**src/rtl/tmr_wdt_pkg.sv**
```systemverilog
package tmr_wdt_pkg;

  // Strobes from the control side to the counting datapath
  typedef struct packed {
    logic psEvt;      // one event arrives at the prescaler
    logic psClr;      // clear the prescaler
    logic psToWdt;    // prescaler owner: 1 = watchdog
    logic tmrDirEvt;  // undivided timer event
    logic wdtDirEvt;  // undivided watchdog event
    logic tmrLoad;    // load timer from write data
    logic wdtClr;     // zero the watchdog
    logic flagClr;    // clear overflow flag
  } tpwStrobes_t;

endpackage

```
**src/rtl/tmr_wdt_ctrl.sv**
```systemverilog
module tmr_wdt_ctrl
  import tmr_wdt_pkg::*;
#(
  parameter int CODE_W = 3
) (
  input  logic              clk,
  input  logic              rstN,
  input  logic              psToWdt,
  input  logic              edgeFall,
  input  logic              srcExt,
  input  logic              extPin,
  input  logic              tmrWrEn,
  input  logic              flagClear,
  input  logic              wdtEnable,
  input  logic              wdtTick,
  input  logic              wdtClear,
  input  logic              sleepCmd,
  output tpwStrobes_t       stb
);

  localparam int SYNC_D = 3;  // two sync stages plus one history stage

  logic [SYNC_D-1:0] pinQ;
  logic extEdge;
  logic srcEvt;
  logic wdtBase;
  logic wdtClrAny;

  always_ff @(posedge clk or negedge rstN) begin
    if (!rstN) pinQ <= '0;
    else       pinQ <= {pinQ[SYNC_D-2:0], extPin};
  end

  always_comb begin
    extEdge   = edgeFall ? (~pinQ[1] & pinQ[2]) : (pinQ[1] & ~pinQ[2]);
    srcEvt    = srcExt ? extEdge : 1'b1;
    wdtBase   = wdtTick & wdtEnable;
    wdtClrAny = wdtClear | sleepCmd;

    stb.psToWdt   = psToWdt;
    stb.psEvt     = psToWdt ? wdtBase : srcEvt;
    stb.tmrDirEvt = psToWdt ? srcEvt : 1'b0;
    stb.wdtDirEvt = psToWdt ? 1'b0 : wdtBase;
    stb.psClr     = psToWdt ? wdtClrAny : tmrWrEn;
    stb.tmrLoad   = tmrWrEn;
    stb.wdtClr    = wdtClrAny;
    stb.flagClr   = flagClear;
  end

endmodule

```
**src/rtl/tmr_wdt_dp.sv**
```systemverilog
module tmr_wdt_dp
  import tmr_wdt_pkg::*;
#(
  parameter int PS_W   = 8,
  parameter int TMR_W  = 8,
  parameter int WDT_W  = 8,
  parameter int CODE_W = 3
) (
  input  logic              clk,
  input  logic              rstN,
  input  tpwStrobes_t       stb,
  input  logic [CODE_W-1:0] ratioCode,
  input  logic [TMR_W-1:0]  tmrWrData,
  output logic [TMR_W-1:0]  tmrValue,
  output logic              tmrFlag,
  output logic              wdtTimeout
);

  logic [PS_W-1:0]  psCnt;
  logic [PS_W-1:0]  wdtMask;
  logic [PS_W-1:0]  tmrMask;
  logic [PS_W-1:0]  selMask;
  logic             psTick;
  logic             tmrInc;
  logic             wdtInc;
  logic [WDT_W-1:0] wdtCnt;

  always_comb begin
    wdtMask = (PS_W'(1) << ratioCode) - PS_W'(1);
    tmrMask = (wdtMask << 1) | PS_W'(1);
    selMask = stb.psToWdt ? wdtMask : tmrMask;
    psTick  = stb.psEvt & ((psCnt & selMask) == selMask);
    tmrInc  = stb.tmrDirEvt | (psTick & ~stb.psToWdt);
    wdtInc  = stb.wdtDirEvt | (psTick & stb.psToWdt);
  end

  always_ff @(posedge clk or negedge rstN) begin
    if (!rstN)          psCnt <= '0;
    else if (stb.psClr) psCnt <= '0;
    else if (stb.psEvt) psCnt <= psCnt + PS_W'(1);
  end

  always_ff @(posedge clk or negedge rstN) begin
    if (!rstN) begin
      tmrValue <= '0;
      tmrFlag  <= 1'b0;
    end else begin
      if (stb.tmrLoad)     tmrValue <= tmrWrData;
      else if (tmrInc)     tmrValue <= tmrValue + TMR_W'(1);
      if (!stb.tmrLoad && tmrInc && (&tmrValue)) tmrFlag <= 1'b1;
      else if (stb.flagClr)                      tmrFlag <= 1'b0;
    end
  end

  always_ff @(posedge clk or negedge rstN) begin
    if (!rstN) begin
      wdtCnt     <= '0;
      wdtTimeout <= 1'b0;
    end else if (stb.wdtClr) begin
      wdtCnt     <= '0;
      wdtTimeout <= 1'b0;
    end else begin
      if (wdtInc) wdtCnt <= wdtCnt + WDT_W'(1);
      wdtTimeout <= wdtInc & (&wdtCnt);
    end
  end

endmodule

```
**src/rtl/tmr_wdt_prescaler.sv**
```systemverilog
module tmr_wdt_prescaler
  import tmr_wdt_pkg::*;
#(
  parameter int PS_W   = 8,
  parameter int TMR_W  = 8,
  parameter int WDT_W  = 8,
  parameter int CODE_W = $clog2(PS_W),
  parameter int CTRL_W = CODE_W + 3
) (
  input  logic              clk,
  input  logic              rstN,
  input  logic [CTRL_W-1:0] ctrlWord,
  input  logic              extPin,
  input  logic              tmrWrEn,
  input  logic [TMR_W-1:0]  tmrWrData,
  input  logic              flagClear,
  input  logic              wdtEnable,
  input  logic              wdtTick,
  input  logic              wdtClear,
  input  logic              sleepCmd,
  output logic [TMR_W-1:0]  tmrValue,
  output logic              tmrFlag,
  output logic              wdtTimeout
);

  tpwStrobes_t stb;

  tmr_wdt_ctrl #(.CODE_W(CODE_W)) uCtrl (
    .clk      (clk),
    .rstN     (rstN),
    .psToWdt  (ctrlWord[CODE_W]),
    .edgeFall (ctrlWord[CODE_W+1]),
    .srcExt   (ctrlWord[CODE_W+2]),
    .extPin   (extPin),
    .tmrWrEn  (tmrWrEn),
    .flagClear(flagClear),
    .wdtEnable(wdtEnable),
    .wdtTick  (wdtTick),
    .wdtClear (wdtClear),
    .sleepCmd (sleepCmd),
    .stb      (stb)
  );

  tmr_wdt_dp #(
    .PS_W(PS_W), .TMR_W(TMR_W), .WDT_W(WDT_W), .CODE_W(CODE_W)
  ) uDp (
    .clk       (clk),
    .rstN      (rstN),
    .stb       (stb),
    .ratioCode (ctrlWord[CODE_W-1:0]),
    .tmrWrData (tmrWrData),
    .tmrValue  (tmrValue),
    .tmrFlag   (tmrFlag),
    .wdtTimeout(wdtTimeout)
  );

endmodule

```
**config.mk**
```make
export PLATFORM = sky130hd
export DESIGN_NAME = tmr_wdt_prescaler
export DESIGN_NICKNAME = d
export VERILOG_FILES = /design/src/rtl/tmr_wdt_pkg.sv /design/src/rtl/tmr_wdt_ctrl.sv /design/src/rtl/tmr_wdt_dp.sv /design/src/rtl/tmr_wdt_prescaler.sv
export SDC_FILE = /design/constraint.sdc
export NUM_CORES = 1
export LEC_CHECK = 0
export BUFFER_PORTS_ARGS = -buffer_cell sky130_fd_sc_hd__buf_2
export CORE_UTILIZATION = 55
export DETAILED_ROUTE_END_ITERATION = 7
export HOLD_SLACK_MARGIN = 0.06
export PLACE_DENSITY_LB_ADDON = 0.2
export SYNTH_ARGS = -nofsm -noshare
export SYNTH_HDL_FRONTEND = slang
export SYNTH_SLANG_ARGS = --single-unit
```
**constraint.sdc**
```tcl
create_clock -name clk -period 4.9 [get_ports clk]
set_input_delay 1.47 -clock clk [delete_from_list [all_inputs] [get_ports clk]]
set_output_delay 1.47 -clock clk [all_outputs]
set_load 0.02 [all_outputs]
```
# After elaboration in Yosys (flattened, before gate mapping)
# Index checks and enable logic that the tools add are counted.
[totals]
register_bits = 29
inputBits = 23
output_inout_bits = 10
elab_cells = 51
[classes]
n_addsub = 4
n_eq_ne = 1
shifts = 1
n_mux = 16
bitwise_logic = 14
reduce_logical = 9
[ops]
columns = ["cell", "n"]
rows = [
  ["$mux W8", 7],
  ["$add A8 B1 Y8 const B", 3],
  ["$reduce_and A8 Y1", 2],
  ["$mux W1", 9],
  ["$and A8 B8 Y8", 1],
  ["$eq A8 B8 Y1", 1],
  ["$reduce_bool A2 Y1", 4],
  ["$shl A1 B3 Y8 const A", 1],
  ["$sub A8 B2 Y8 const B", 1],
  ["$and A1 B1 Y1", 7],
  ["$not A1 Y1", 3],
  ["$or A1 B1 Y1", 3],
  ["$logic_and A1 B1 Y1", 2],
  ["$logic_not A1 Y1", 1],
]

# Depth between registers and ports, before layout
[logic_depth]
depth_word = 11
ltp_mapped = 7
depth_no_buf = 6

# Hierarchy
# Synthesis repeated with hierarchy kept, for this count alone.
[hier_totals]
cells_unflattened = 180
area_unflattened_um2 = 1705.4
[modules_own_cells]
columns = ["module", "instances", "cells_each", "area_per_inst_um2", "seq_area_each_um2"]
rows = [
  ["tmr_wdt_dp", 1, 163, 1534.0, 650.6],
  ["tmr_wdt_ctrl", 1, 17, 171.4, 75.1],
]

# Worst setup path before layout
# OpenSTA, ideal clock, no wires.
[synth_path]
path_kind = "input to register"
start = "in ctrlWord[4]"
end = "reg uDp.tmrValue[5]"
arrival_ps = 2944
slack_ps = 1874
path_stages = 6
cell_sequence = "or3b_4 -> and3_4 -> a311oi_2 -> a2bb2oi_1 -> or4_1 -> a31oi_1"
[synth_via]
elab_chain_len = 7
[synth_rtl]
columns = ["element", "line", "source"]
rows = [
  ["start: declaration", "tmr_wdt_prescaler.sv:12", "input logic [CTRL_W-1:0] ctrlWord,"],
  ["$mux W1 *", "tmr_wdt_ctrl.sv:35", "extEdge = edgeFall ? (~pinQ[1] & pinQ[2]) : (pinQ[1] & ~pinQ[2]);"],
  ["$mux W1 *", "tmr_wdt_ctrl.sv:36", "srcEvt = srcExt ? extEdge : 1'b1;"],
  ["$mux W1", "tmr_wdt_ctrl.sv:41", "stb.psEvt = psToWdt ? wdtBase : srcEvt;"],
  ["$and A1 B1 Y1", "tmr_wdt_dp.sv:32", "psTick = stb.psEvt & ((psCnt & selMask) == selMask);"],
  ["$and A1 B1 Y1", "tmr_wdt_dp.sv:33", "tmrInc = stb.tmrDirEvt | (psTick & ~stb.psToWdt);"],
  ["$or A1 B1 Y1 *", "tmr_wdt_dp.sv:33", ""],
  ["$reduce_bool A2 Y1 (no line) *", "n/a", ""],
  ["end signal: assignment", "tmr_wdt_dp.sv:48", "if (stb.tmrLoad) tmrValue <= tmrWrData;"],
  ["end signal: assignment", "tmr_wdt_dp.sv:49", "else if (tmrInc) tmrValue <= tmrValue + TMR_W'(1);"],
  ["end: declaration", "tmr_wdt_dp.sv:14", "output logic [TMR_W-1:0] tmrValue,"],
]
# Every way passes the cells marked *; elsewhere a longest branch is shown, timed or not.
# A chain may end at the register's enable or synchronous reset.

# Worst setup path in the final report
[layout_path]
start = "in ctrlWord[3]"
end = "reg uDp.tmrValue[3]"
[layout_via]
elab_chain_len = 7
[layout_rtl]
columns = ["element", "line", "source"]
rows = [
  ["$mux W8", "tmr_wdt_dp.sv:31", "selMask = stb.psToWdt ? wdtMask : tmrMask;"],
  ["$and A8 B8 Y8", "tmr_wdt_dp.sv:32", ""],
  ["$eq A8 B8 Y1", "tmr_wdt_dp.sv:32", ""],
  ["$and A1 B1 Y1", "tmr_wdt_dp.sv:32", ""],
  ["$and A1 B1 Y1", "tmr_wdt_dp.sv:33", ""],
  ["$or A1 B1 Y1 *", "tmr_wdt_dp.sv:33", ""],
  ["$reduce_bool A2 Y1 (no line) *", "n/a", ""],
]
# Marked as above.

==> run_results.csv <==
group,metric,value,unit
sta,min_period,3.141,ns
critical_path,path_class,"in -> reg",
pwr,netSwitchingPower,141.4,uW
clock_tree,cts_buffers,5,
pwr,seq_power_share,0.547,
cells_and_area,multi_input_area,810.8,um^2
pwr,powerDensity,264.1,mW/mm^2
route,totalWireLength,3132,um
sta,fin_worst_skew,0.004231,ns
cells_and_area,most-common-layout-cells,"buf_2, dfrtp_1, nor2_1",
global_routing,grt_pass1_wl,5278,um
clock_tree,insertion_delay,0.32,ns
yosys,synthCells,171,
yosys,ys_ff_latch,29,
route,via_count,1393,
route,firstDrtPassIters,4,
critical_path,crit_chain,"buf_2 > nor2b_1 > o21bai_1 > a311oi_2 > a2bb2oi_1 > o21ai_0 > a31oi_1",
pwr,power,477.8,uW
sta,hold_violations,0,
yosys,syn-num-nets,197,
sta,rsz0062_at_grt,"no",
sta,worst_pin_slew,1.084,ns
yosys,synth_cell_types,40,
place,place_area,0.001758,mm^2
yosys,synthArstFlopShare,1.000,
place,portBuffers,32,
critical_path,critPathTopFamily,"compound AO/OA/AOI/OAI gates",
critical_path,arrival,3.39,ns
clock_tree,holdBufCountCts,0,
pwr,leakage,0.0008142,uW
clock_tree,cts_resized,0,
run,maxCapViolations,0,
clock_tree,clk_path_buf_depth,2,
sta,finalSetupViolations,0,
critical_path,worstPathRequired,5.15,ns
die,die_y,55.54,um
global_routing,antenna_found_initial,0,
cells_and_area,nets,232,
sta,slew-limit-headroom,0.2746,
die,pin_count,33,
clock_tree,cts-root-buf,"clkbuf_4",
die,rows,19,
yosys,synth_ff_type,"dfrtp_1",
run_status,outcome,"completed",
critical_path,cp-end-kind,"flip-flop",
pwr,power_frac_clock,0.281,
sta,maxSlewViolCount,0,
critical_path,path_buf_inv,1,
cells_and_area,final_common_cell,"buf_2",
cells_and_area,regArea,725.7,um^2
pwr,combPwrFrac,0.172,
pwr,swShare,0.2959,
critical_path,cp_max_fo,14,
global_routing,grt_max_degree,30,
cells_and_area,stdcell_area,0.001809,mm^2
cells_and_area,fillers,227,
clock_tree,cts_tree,"yes",
clock_tree,clkTransAtPathRegs,0.09,ns
yosys,syn_area,0.001577,mm^2
route,drt-wirelength-per-cell,13.16,um
cells_and_area,area_growth_syn_to_layout,14.76,%
clock_tree,cts_setup_buffers,0,
die,die_w,55.54,um
critical_path,cp_slowest_cell,"a2bb2oi_1",
yosys,ys_warn_count,0,
pwr,ir_drop,0.2372,mV
pwr,internal_power,336.4,uW
worst_hold_path,hp-class,"reg -> reg",
die,start_util,0.5767,
global_routing,grt_usage,0.2219,
route,vias_per_cell,5.853,
global_routing,grt_pass1_vias,1263,
yosys,avgSynthCellArea,9.219,um^2
die,core-area,0.002734,mm^2
place,place_hpwl,2331,um
sta,timing.setup.tns,0,ns
clock_tree,htreeDepth,2,
cells_and_area,drive_gt1_frac,0.2271,
route,drc,0,
critical_path,cpPeakStageDelay,0.87,ns
critical_path,cp-start-kind,"input port",
yosys,synth-edff-count,0,
sta,post-route-period-util,0.6410,
yosys,seq_area_frac_synth,0.4603,
sta,fmax,318.4,MHz
cells_and_area,n_antenna_cell,0,
global_routing,overflow,0,
place,gp_congestion,0.9232,
die,die_area,0.003085,mm^2
clock_tree,cts_num_sinks,29,
route,ant_nets,0,
route,dr.first_iter.drc_count,58,
## worst reg2reg max path: stages, from the launching register on
cell,delay [ns]
dfrtp_1,0.45
nand2b_1,0.16
a21boi_0,0.25
a311oi_2,0.08
a2bb2oi_1,0.87
o21ai_0,0.21
a31oi_1,0.22
## power by group through the flow
stage                     Clock, uW  Combinational [uW]  Sequential [uW]
after detailed placement          0                82.4              266
final                           134                82.2              261
after CTS                       141                82.6              261
after floorplan                   0                41.2              274
after global routing            149                91.9              263
after global placement            0                79.5              265
## cell usage after synthesis (3+ instances only)
cell | n | area (um^2)
mux2i_1 | 4 | 40.04
nand3_1 | 11 | 55.05
inv_1 | 6 | 22.52
xor2_1 | 7 | 61.31
nand2_1 | 15 | 56.30
or3_1 | 11 | 68.82
nor2_1 | 18 | 67.56
or2_2 | 3 | 18.77
dfrtp_1 | 29 | 725.7
ha_1 | 3 | 37.54
a21oi_1 | 11 | 55.05
nand2b_1 | 3 | 18.77
a31oi_1 | 6 | 37.54
o21ai_0 | 11 | 55.05
## per-stage QoR
stage	utilization	std cells	worst slack, ns	hold WS (ns)
6_report	0.6618	238	1.759	0.3618
5_1_grt	0.6618	238	1.587	0.3705
4_1_cts	0.6618	238	1.803	0.3655
3_5_place_dp	0.6430	230	1.452	0.3443
3_3_place_gp	0.6430	230	1.502	0.3340
2_1_floorplan	-	171	1.874	0.3312
## logic make-up after synthesis
kind of cell    Yosys count  synth area share
compound gates           41            0.1667
xor+xnor                  8           0.04445
fa+ha+maj                 3           0.02381
buf+inv                  10           0.02539
flops                    29            0.4603
mux                       4           0.02540
simple gates             76            0.2540
## per-layer routing
layer  GRT usage  wire (um)  up-vias
li1            -          -      681
met1      0.2608       1343      659
met2      0.3701       1548       47
met3     0.07728        177        6
met4     0.08929         61        0
met5           0          0        -
## cell type report
cell class | instances | area share
tap | 31 | 0.02144
inverter | 6 | 0.01245
clock buffer | 6 | 0.02282
clock inverter | 2 | 0.005532
timing repair buffer | 32 | 0.08852
multi-input combinational | 132 | 0.4481
sequential | 29 | 0.4011
## worst paths after layout
path	start	to	slack (ns)	cells after the start
min in group asynchronous	rstN	uDp.wdtTimeout	1.15	1
max	ctrlWord[3]	uDp.tmrValue[3]	1.76	7
max in group asynchronous	rstN	uDp.psCnt[7]	3.34	1
min	uCtrl.pinQ[0]	uCtrl.pinQ[1]	0.36	0
min reg2reg	uCtrl.pinQ[0]	uCtrl.pinQ[1]	0.36	0
max reg2reg	uDp.psCnt[3]	uDp.tmrValue[3]	2.59	6
## state kept, by name (all words and copies together) (netlist names)
name            count
uDp.psCnt           8
uDp.wdtTimeout      1
uCtrl.pinQ          3
uDp.tmrValue        8
uDp.wdtCnt          8
uDp.tmrFlag         1
Power figures use the tool's default switching activity.
